===== src/rtl/pwm_sync_pkg.sv =====
// Shared types for the PWM register update synchronizer.
// Assumes the configuration field order below; the bench relies on it.
package pwm_sync_pkg;
    localparam int CFG_BITS  = 13;
    localparam int ADDR_CFG  = 0;
    localparam int ADDR_SWOC = 1;
    localparam int ADDR_INV  = 2;
    localparam int ADDR_MASK = 3;
    localparam int ADDR_PER  = 4;
    localparam int ADDR_INIT = 5;
    localparam int ADDR_CMP0 = 6;

    // Stored configuration word, enh is bit 0, hw_swoc is bit 12.
    typedef struct packed {
        logic hw_swoc;
        logic hw_inv;
        logic hw_mask;
        logic hw_per;
        logic hw_cnt;
        logic sw_swoc;
        logic sw_inv;
        logic sw_mask;
        logic sw_per;
        logic sw_cnt;
        logic inv_sel;
        logic swoc_sel;
        logic enh;
    } sync_cfg_t;
endpackage


===== src/rtl/pwm_sync_regs.sv =====
// Configuration word and buffer registers written over the bus port.
// Assumes DW <= 32; writes to unmapped addresses are dropped.
module pwm_sync_regs
    import pwm_sync_pkg::*;
#(
    parameter int NCH = 4,
    parameter int DW  = 16,
    parameter int AW  = 4
) (
    input  logic                clk,
    input  logic                rst_n,
    input  logic                wr_en,
    input  logic [AW-1:0]       wr_addr,
    input  logic [31:0]         wr_data,
    output sync_cfg_t           cfg,
    output logic [NCH-1:0]      swoc_buf,
    output logic [NCH/2-1:0]    inv_buf,
    output logic [NCH-1:0]      mask_buf,
    output logic [DW-1:0]       per_buf,
    output logic [DW-1:0]       init_buf,
    output logic [NCH*DW-1:0]   cmp_buf
);
    // Store the configuration word, keeping only the defined bits.
    always_ff @(posedge clk) begin
        if (!rst_n)
            cfg <= '0;
        else if (wr_en && wr_addr == AW'(ADDR_CFG))
            cfg <= sync_cfg_t'(wr_data[CFG_BITS-1:0]);
    end

    // Capture writes into the output-side buffers and the timing buffers.
    always_ff @(posedge clk) begin
        if (!rst_n) begin
            swoc_buf <= '0;
            inv_buf  <= '0;
            mask_buf <= '0;
            per_buf  <= '0;
            init_buf <= '0;
        end else if (wr_en) begin
            if (wr_addr == AW'(ADDR_SWOC)) swoc_buf <= wr_data[NCH-1:0];
            if (wr_addr == AW'(ADDR_INV))  inv_buf  <= wr_data[NCH/2-1:0];
            if (wr_addr == AW'(ADDR_MASK)) mask_buf <= wr_data[NCH-1:0];
            if (wr_addr == AW'(ADDR_PER))  per_buf  <= wr_data[DW-1:0];
            if (wr_addr == AW'(ADDR_INIT)) init_buf <= wr_data[DW-1:0];
        end
    end

    for (genvar k = 0; k < NCH; k++) begin : g_cmp
        // Capture a write to compare buffer k.
        always_ff @(posedge clk) begin
            if (!rst_n)
                cmp_buf[k*DW +: DW] <= '0;
            else if (wr_en && wr_addr == AW'(ADDR_CMP0 + k))
                cmp_buf[k*DW +: DW] <= wr_data[DW-1:0];
        end
    end


    cfg_write_chk: assert property (@(posedge clk) disable iff (!rst_n)
        (wr_en && wr_addr == AW'(ADDR_CFG)) |=> (cfg == sync_cfg_t'($past(wr_data[CFG_BITS-1:0]))));
endmodule


===== src/rtl/pwm_sync_event.sv =====
// Decides, each clock, which register groups transfer and whether the
// counter reloads. Holds the software trigger pending bit and the armed
// timing-group request. hw_trig and boundary are single-cycle strobes.
module pwm_sync_event
    import pwm_sync_pkg::*;
(
    input  logic      clk,
    input  logic      rst_n,
    input  sync_cfg_t cfg,
    input  logic      sw_trig,
    input  logic      hw_trig,
    input  logic      boundary,
    output logic      load_swoc,
    output logic      load_inv,
    output logic      load_mask,
    output logic      load_per,
    output logic      sw_pend_q,
    output logic      cnt_reload_q
);
    logic per_arm_q;
    logic per_arm_d;
    logic reload_d;
    logic sw_served;
    logic fire_leg;

    // Form the group loads for the selected synchronization mode.
    always_comb begin
        fire_leg = sw_pend_q && boundary;
        if (cfg.enh) begin
            load_swoc = (sw_pend_q && cfg.sw_swoc) || (hw_trig && cfg.hw_swoc);
            load_inv  = (sw_pend_q && cfg.sw_inv)  || (hw_trig && cfg.hw_inv);
            load_mask = (sw_pend_q && cfg.sw_mask) || (hw_trig && cfg.hw_mask);
            reload_d  = (sw_pend_q && cfg.sw_cnt)  || (hw_trig && cfg.hw_cnt);
            load_per  = per_arm_q && boundary;
            per_arm_d = (sw_pend_q && cfg.sw_per) || (hw_trig && cfg.hw_per)
                        || (per_arm_q && !boundary);
            sw_served = sw_pend_q;
        end else begin
            load_swoc = fire_leg && cfg.sw_swoc;
            load_inv  = fire_leg && cfg.sw_inv;
            load_mask = fire_leg && cfg.sw_mask;
            reload_d  = fire_leg && cfg.sw_cnt;
            load_per  = fire_leg && cfg.sw_per;
            per_arm_d = 1'b0;
            sw_served = fire_leg;
        end
    end

    // Track the software trigger, the armed timing request and the reload pulse.
    always_ff @(posedge clk) begin
        if (!rst_n) begin
            sw_pend_q    <= 1'b0;
            per_arm_q    <= 1'b0;
            cnt_reload_q <= 1'b0;
        end else begin
            sw_pend_q    <= sw_trig || (sw_pend_q && !sw_served);
            per_arm_q    <= per_arm_d;
            cnt_reload_q <= reload_d;
        end
    end


    sw_clear_chk: assert property (@(posedge clk) disable iff (!rst_n)
        (sw_pend_q && cfg.enh && !sw_trig) |=> !sw_pend_q);

    legacy_idle_chk: assert property (@(posedge clk) disable iff (!rst_n)
        (!cfg.enh && !boundary) |=> !cnt_reload_q);

    no_trig_reload_chk: assert property (@(posedge clk) disable iff (!rst_n)
        (cfg.enh && !sw_pend_q && !hw_trig) |=> !cnt_reload_q);
endmodule


===== src/rtl/pwm_sync_shadow.sv =====
// One active register copied from its buffer. It copies on every clock
// while follow is high, otherwise only when load is high.
module pwm_sync_shadow #(
    parameter int W = 8
) (
    input  logic         clk,
    input  logic         rst_n,
    input  logic         follow,
    input  logic         load,
    input  logic [W-1:0] buf_d,
    output logic [W-1:0] act_q
);
    // Copy the buffer into the active register when allowed.
    always_ff @(posedge clk) begin
        if (!rst_n)
            act_q <= '0;
        else if (follow || load)
            act_q <= buf_d;
    end


    hold_chk: assert property (@(posedge clk) disable iff (!rst_n)
        (!follow && !load) |=> $stable(act_q));

    follow_chk: assert property (@(posedge clk) disable iff (!rst_n)
        follow |=> (act_q == $past(buf_d)));
endmodule


===== src/rtl/pwm_sync_ctrl.sv =====
// Top of the PWM register update synchronizer. It joins the register
// file, the event logic and one shadow per active register.
// Assumes NCH is even (inversion works on channel pairs) and DW <= 32.
module pwm_sync_ctrl
    import pwm_sync_pkg::*;
#(
    parameter int NCH = 4,
    parameter int DW  = 16,
    localparam int AW = $clog2(ADDR_CMP0 + NCH)
) (
    input  logic              clk,
    input  logic              rst_n,
    input  logic              wr_en,
    input  logic [AW-1:0]     wr_addr,
    input  logic [31:0]       wr_data,
    input  logic              sw_trig,
    input  logic              hw_trig,
    input  logic              boundary,
    output logic [31:0]       cfg_q,
    output logic              sw_pend,
    output logic [NCH-1:0]    swoc_act,
    output logic [NCH/2-1:0]  inv_act,
    output logic [NCH-1:0]    mask_act,
    output logic [DW-1:0]     period_act,
    output logic [DW-1:0]     init_act,
    output logic [NCH*DW-1:0] cmp_act,
    output logic              cnt_reload
);
    sync_cfg_t           cfg;
    logic [NCH-1:0]      swoc_buf;
    logic [NCH/2-1:0]    inv_buf;
    logic [NCH-1:0]      mask_buf;
    logic [DW-1:0]       per_buf;
    logic [DW-1:0]       init_buf;
    logic [NCH*DW-1:0]   cmp_buf;
    logic                load_swoc;
    logic                load_inv;
    logic                load_mask;
    logic                load_per;

    pwm_sync_regs #(.NCH(NCH), .DW(DW), .AW(AW)) regs_i (
        .clk(clk), .rst_n(rst_n), .wr_en(wr_en), .wr_addr(wr_addr),
        .wr_data(wr_data), .cfg(cfg), .swoc_buf(swoc_buf), .inv_buf(inv_buf),
        .mask_buf(mask_buf), .per_buf(per_buf), .init_buf(init_buf),
        .cmp_buf(cmp_buf)
    );

    pwm_sync_event event_i (
        .clk(clk), .rst_n(rst_n), .cfg(cfg), .sw_trig(sw_trig),
        .hw_trig(hw_trig), .boundary(boundary), .load_swoc(load_swoc),
        .load_inv(load_inv), .load_mask(load_mask), .load_per(load_per),
        .sw_pend_q(sw_pend), .cnt_reload_q(cnt_reload)
    );

    pwm_sync_shadow #(.W(NCH)) swoc_i (
        .clk(clk), .rst_n(rst_n), .follow(!cfg.swoc_sel), .load(load_swoc),
        .buf_d(swoc_buf), .act_q(swoc_act)
    );

    pwm_sync_shadow #(.W(NCH/2)) inv_i (
        .clk(clk), .rst_n(rst_n), .follow(!cfg.inv_sel), .load(load_inv),
        .buf_d(inv_buf), .act_q(inv_act)
    );

    pwm_sync_shadow #(.W(NCH)) mask_i (
        .clk(clk), .rst_n(rst_n), .follow(1'b0), .load(load_mask),
        .buf_d(mask_buf), .act_q(mask_act)
    );

    pwm_sync_shadow #(.W(DW)) per_i (
        .clk(clk), .rst_n(rst_n), .follow(1'b0), .load(load_per),
        .buf_d(per_buf), .act_q(period_act)
    );

    pwm_sync_shadow #(.W(DW)) init_i (
        .clk(clk), .rst_n(rst_n), .follow(1'b0), .load(load_per),
        .buf_d(init_buf), .act_q(init_act)
    );

    for (genvar k = 0; k < NCH; k++) begin : g_cmp
        pwm_sync_shadow #(.W(DW)) cmp_i (
            .clk(clk), .rst_n(rst_n), .follow(1'b0), .load(load_per),
            .buf_d(cmp_buf[k*DW +: DW]), .act_q(cmp_act[k*DW +: DW])
        );
    end

    // Widen the stored configuration for readback; the upper bits stay zero.
    always_comb cfg_q = {{(32-CFG_BITS){1'b0}}, cfg};


    per_boundary_chk: assert property (@(posedge clk) disable iff (!rst_n)
        (cfg.enh && !boundary) |=> $stable(period_act));

    legacy_hw_chk: assert property (@(posedge clk) disable iff (!rst_n)
        (!cfg.enh && !sw_pend) |=> ($stable(mask_act) && !cnt_reload));
endmodule


===== config.mk =====
export PLATFORM = sky130hd
export DESIGN_NAME = pwm_sync_ctrl
export DESIGN_NICKNAME = d
export VERILOG_FILES = /design/src/rtl/pwm_sync_pkg.sv /design/src/rtl/pwm_sync_regs.sv /design/src/rtl/pwm_sync_event.sv /design/src/rtl/pwm_sync_shadow.sv /design/src/rtl/pwm_sync_ctrl.sv
export SDC_FILE = /design/constraint.sdc
export NUM_CORES = 1
export LEC_CHECK = 0
export ABC_AREA = 1
export BUFFER_PORTS_ARGS = -buffer_cell sky130_fd_sc_hd__buf_2
export CAP_MARGIN = 20
export CORE_MARGIN = 8
export CORE_UTILIZATION = 43
export CTS_CLUSTER_DIAMETER = 40
export DETAILED_ROUTE_END_ITERATION = 6
export PLACE_DENSITY = 0.65
export SLEW_MARGIN = 10
export SYNTH_ARGS = -nofsm -noshare
export SYNTH_HDL_FRONTEND = slang
export SYNTH_SLANG_ARGS = --single-unit

===== constraint.sdc =====
create_clock -name clk -period 2.1 [get_ports clk]
set_clock_uncertainty 0.15 [all_clocks]
set_input_delay 0.63 -clock clk [delete_from_list [all_inputs] [get_ports clk]]
set_output_delay 0.63 -clock clk [all_outputs]
set_load 0.01 [all_outputs]

== Word level (Yosys, flattened, before mapping) ==
Index checks and enable logic that the tools add are counted.

* Flip-flop bits (word level): 228
* Output and inout port bits: 140

* Eq/ne operators: 9
* Muxes and demuxes: 6
* Reductions and logical operators: 44

{| class="wikitable"
|+ Operator list
! kind !! count
|-
| 1-bit logical AND || 24
|-
| 4-bit by 3-bit equality test with 1-bit output, second input constant || 4
|-
| 2-bit AND reduction || 6
|-
| 1-bit logical OR || 9
|-
| 4-bit by 2-bit equality test with 1-bit output, second input constant || 2
|-
| 4-bit equality test, second input constant || 2
|-
| 1-bit two-way mux || 6
|-
| 4-bit by 1-bit equality test with 1-bit output, second input constant || 1
|-
| 1-bit zero test || 4
|-
| 4-bit zero test || 1
|}

== Depth between registers and ports, before layout ==
* Depth in word-level cells: 5
* Gate-level depth with buffers: 9
* Mapped depth without buffers: 7

== Cells and area by module ==
A second synthesis with hierarchy kept.

* Cells, all modules: 1419
* Area total of the unflattened synthesis: 9651.8 um2

{| class="wikitable"
|+ By module, submodules not included
! module !! times used !! cells each !! area each (um2)
|-
| pwm_sync_regs || 1 || 688 || 4782.1
|-
| pwm_sync_shadow (g_cmp[0].cmp_i ...) || 6 || 102 || 680.7
|-
| pwm_sync_shadow (mask_i ...) || 2 || 25 || 166.4
|-
| pwm_sync_event || 1 || 34 || 210.2
|-
| pwm_sync_ctrl || 1 || 22 || 153.9
|-
| pwm_sync_shadow (inv_i) || 1 || 13 || 88.8
|}

== Least setup slack after synthesis ==
No wires, ideal clock.

* Kind: in2reg
* From: in wr_addr[3]
* To: reg regs_i.cmp_buf[10]
* Library setup time: 0.116 ns
* Data arrival time: 1.544 ns
* Required time: 1.834 ns
* Setup slack: 0.291 ns
* Cell stages on the path: 7
* Path through: inv_1 > nand2_1 > nor2_1 > inv_1 > buf_2 > nor2_1 > nor2_1

* Cells in the longest elaborated chain, start to end: 2

{| class="wikitable"
|+ RTL lines
! item !! line !! text
|-
| from (decl) || pwm_sync_ctrl.sv:14 || <nowiki>input logic [AW-1:0] wr_addr,</nowiki>
|-
| 4-bit by 3-bit equality test with 1-bit output || pwm_sync_regs.sv:53 || <nowiki>else if (wr_en && wr_addr == AW'(ADDR_CMP0 + k))</nowiki>
|-
| 1-bit logical AND || pwm_sync_regs.sv:53 ||
|-
| to (signal, indexed assignment) || pwm_sync_regs.sv:54 || <nowiki>cmp_buf[k*DW +: DW] <= wr_data[DW-1:0];</nowiki>
|-
| to (decl) || pwm_sync_regs.sv:21 || <nowiki>output logic [NCH*DW-1:0] cmp_buf</nowiki>
|}

Every way passes these cells.
A chain may end at the register's enable or synchronous reset.

== Worst setup path after layout ==
* From: reg, netlist name regs_i.cfg[0]
* To: out cfg_q[0]

{| class="wikitable"
|+ RTL lines
! item !! line !! text
|-
| to (decl) || pwm_sync_ctrl.sv:19 || <nowiki>output logic [31:0] cfg_q,</nowiki>
|}

No word-level cell between the ends.

==> results_dict.tcl <==
set metrics [dict create \
    clk_latency_ps 500 \
    min_period_ps 2060 \
    status "finished clean" \
    p_sw_mw 2.43 \
    crit_slowest_cell "dfxtp_1" \
    final_nets 1356 \
    layoutNonFillerInstCount 1612 \
    grt_pass1_vias 7646 \
    grt_pass1_wl_um 41500 \
    route.vias.total 7993 \
    drive_above_1_share_pct 18.5 \
    power.density_nw_per_um2 951 \
    num-fill-cells 1975 \
    vias_per_cell 4.96 \
    antenna_left 0 \
    die_area_um2 25700 \
    drtIter0Drc 598 \
    clock_path_buffers 3 \
    numPortBuffers 146 \
    p_comb_share_pct 3.9 \
    rows 52 \
    max-slew-margin-rel_pct 59.4 \
    worst_setup_path_start_kind "flip-flop" \
    h-tree-depth 2 \
    worst_slew_pin_slew_ps 609 \
    fin_crit_sh_pct 97.9 \
    max_freq_mhz 487 \
    path_delay_family "flip-flops" \
    cp.required_ps 1320 \
    pin_count 182 \
    end_kind "output pin" \
    die_height_um 160 \
    leakage_nw 5.72 \
    ys_top_cells_by_area "dfxtp_1 51%, nor2_1 16%, nand3b_1 8.4%, o21ai_0 6.1%, nand2_1 5.4%" \
    hold_violations 0 \
    synth_area_leader_cell "dfxtp_1" \
    crit_path_max_fanout 9 \
    setup_tns_ps 0 \
    clkPwrFrac_pct 54.2 \
    intPower_mw 8.14 \
    drt_first_pass_iters 5 \
    synthesis.area_um2 8940 \
    ys_seq_area_share_pct 51.1 \
    clockRootBuffer "clkbuf_16" \
    clk_pin_slew_worst_paths_ps 50 \
    place_inst 1546 \
    die_x_um 160 \
    antenna_found_initial 3 \
    ctsHoldBuffers 0 \
    core_um2 20300 \
    grt-ovfl-total 0 \
    finalMaxSlewViolations 0 \
    crit_chain "buf_2" \
    area_growth_pct 24.4 \
    wirelength_um 26000 \
    p_sw_share_pct 23.0 \
    synthCells 1178 \
    dpl.hpwl_um 16300 \
    syn-mean-instance-area_um2 7.59 \
    cts_sinks 228 \
    grt_max_degree 56 \
    wl_per_cell_um 16.1 \
    seqPwrFrac_pct 41.9 \
    hold_path_class "in2reg" \
    synth-seq-cells 228 \
    rsz0062_at_grt "no" \
    drc 0 \
    path_buf_inv 1 \
    yosysUniqueCellTypes 25 \
    max_cap_violations 0 \
    grt.total_usage_pct 19.8 \
    numCtsBuffers 36 \
    reg2reg_slack_ps 440 \
    cts_resized 0 \
    arrival_ps 1280 \
    start_util_pct 44.0 \
    setup_violations 0 \
    cts_setup_buffers 0 \
    critPathKind "reg2out" \
    cts_tree "built" \
    yosysWarnings 0 \
    ir_drop_mv 0.631 \
    cpPeakStageDelay_ps 570 \
    gp_congestion 0.779 \
    yosysTopAreaCellShare_pct 51.1 \
]
-- cells in the final DEF (no fill, tap or decap), types with 2 or more instances in the layout --
cell type and instances:
o21ai_1 10, buf_2 145, buf_12 7, clkinvlp_4 6, nand3_1 16, dfxtp_1 228, o21ai_0 109, diode_2 3
nor3_1 28, clkbuf_16 37, buf_4 26, nor2_1 385, a21oi_1 27, clkbuf_8 4, clkinv_2 8, bufinv_16 2
inv_1 36, clkinv_4 3, conb_1 19, inv_6 2, nand2_1 129, nor2_4 2, nand3b_1 100
-- layout make-up --
cell class              instances  area (µm²)  area share, %
diodes                          3        7.51         0.0675
clock buffers                  41         981           8.82
clock inverters                22         205           1.85
inverters                      36         135           1.22
multi-input cells             833        3810           34.3
flip-flops and latches        228        4560           41.1
well taps                     270         338           3.04
repair buffers                179        1070           9.65
-- power by group through the flow --
stage          registers [mW]  logic, mW  clock network (mW)
2_1_floorplan            4.52      0.245                   0
3_3_place_gp             4.52      0.407                   0
3_5_place_dp             4.52      0.409                   0
4_1_cts                  4.43      0.412                5.84
5_1_grt                  4.44      0.453                6.03
6_report                 4.43      0.412                5.73
-- state kept, by name (all words and copies together), names as in the netlist --
name,cells
per_i.act_q,16
swoc_i.act_q,4
event_i.per_arm_q,1
mask_i.act_q,4
regs_i.cmp_buf,64
event_i.sw_pend_q,1
regs_i.cfg,13
init_i.act_q,16
event_i.cnt_reload_q,1
regs_i.mask_buf,4
g_cmp.cmp_i.act_q,64
regs_i.init_buf,16
inv_i.act_q,2
regs_i.swoc_buf,4
regs_i.per_buf,16
regs_i.inv_buf,2
-- logic make-up (layout without fill, tap and decap cells) --
family | after synthesis | count (layout) | share of synthesized area (%)
simple gates | 664 | 664 | 33.1
compound gates | 150 | 150 | 8.64
flops | 228 | 228 | 51.1
other cells | 1 | 22 | 0.0420
buf+inv | 135 | 278 | 7.15
-- metrics by stage --
stage | hold slack, ps | cell area, µm² | total power, mW | worst slack, ps | utilization, %
floorplan | 296 | 9000 | 4.77 | 291 | -
global placement | 312 | 9920 | 4.93 | 105 | 48.9
detailed placement | 314 | 9920 | 4.93 | 91.0 | 48.9
CTS | 196 | 11100 | 10.7 | 36.2 | 54.7
global route | 204 | 11100 | 10.9 | 0.695 | 54.8
finish | 215 | 11100 | 10.6 | 44.7 | 54.8
-- cell usage after synthesis --
cell type / n
a21boi_4: 1
a21oi_1: 27
a22o_1: 1
a31oi_1: 1
buf_1: 14
buf_2: 19
buf_4: 21
buf_6: 4
clkbuf_1: 41
conb_1: 1
dfxtp_1: 228
inv_1: 36
nand2_1: 129
nand2_2: 1
nand3_1: 16
nand3_2: 1
nand3b_1: 100
nand3b_2: 1
nand4_1: 1
nor2_1: 385
nor2_4: 2
nor3_1: 28
o21a_1: 1
o21ai_0: 109
o21ai_1: 10
-- per-layer routing --
layer | wire (µm) | track usage (%)
met1 | 11600 | 25.2
met2 | 12200 | 32.3
met3 | 1660 | 4.76
met4 | 490 | 6.71
met5 | 0 | 0
-- final timing paths --
| check | startpoint | end | cells after the start |
|---|---|---|---|
| max | regs_i.cfg[0] | cfg_q[0] | 1 |
| min | sw_trig | event_i.sw_pend_q | 2 |
| max reg2reg | regs_i.cfg[0] | g_cmp[3].cmp_i.act_q[13] | 5 |
| min reg2reg | regs_i.cfg[3] | regs_i.cfg[3] | 2 |
Note: power is estimated with default switching activity, not from simulation.
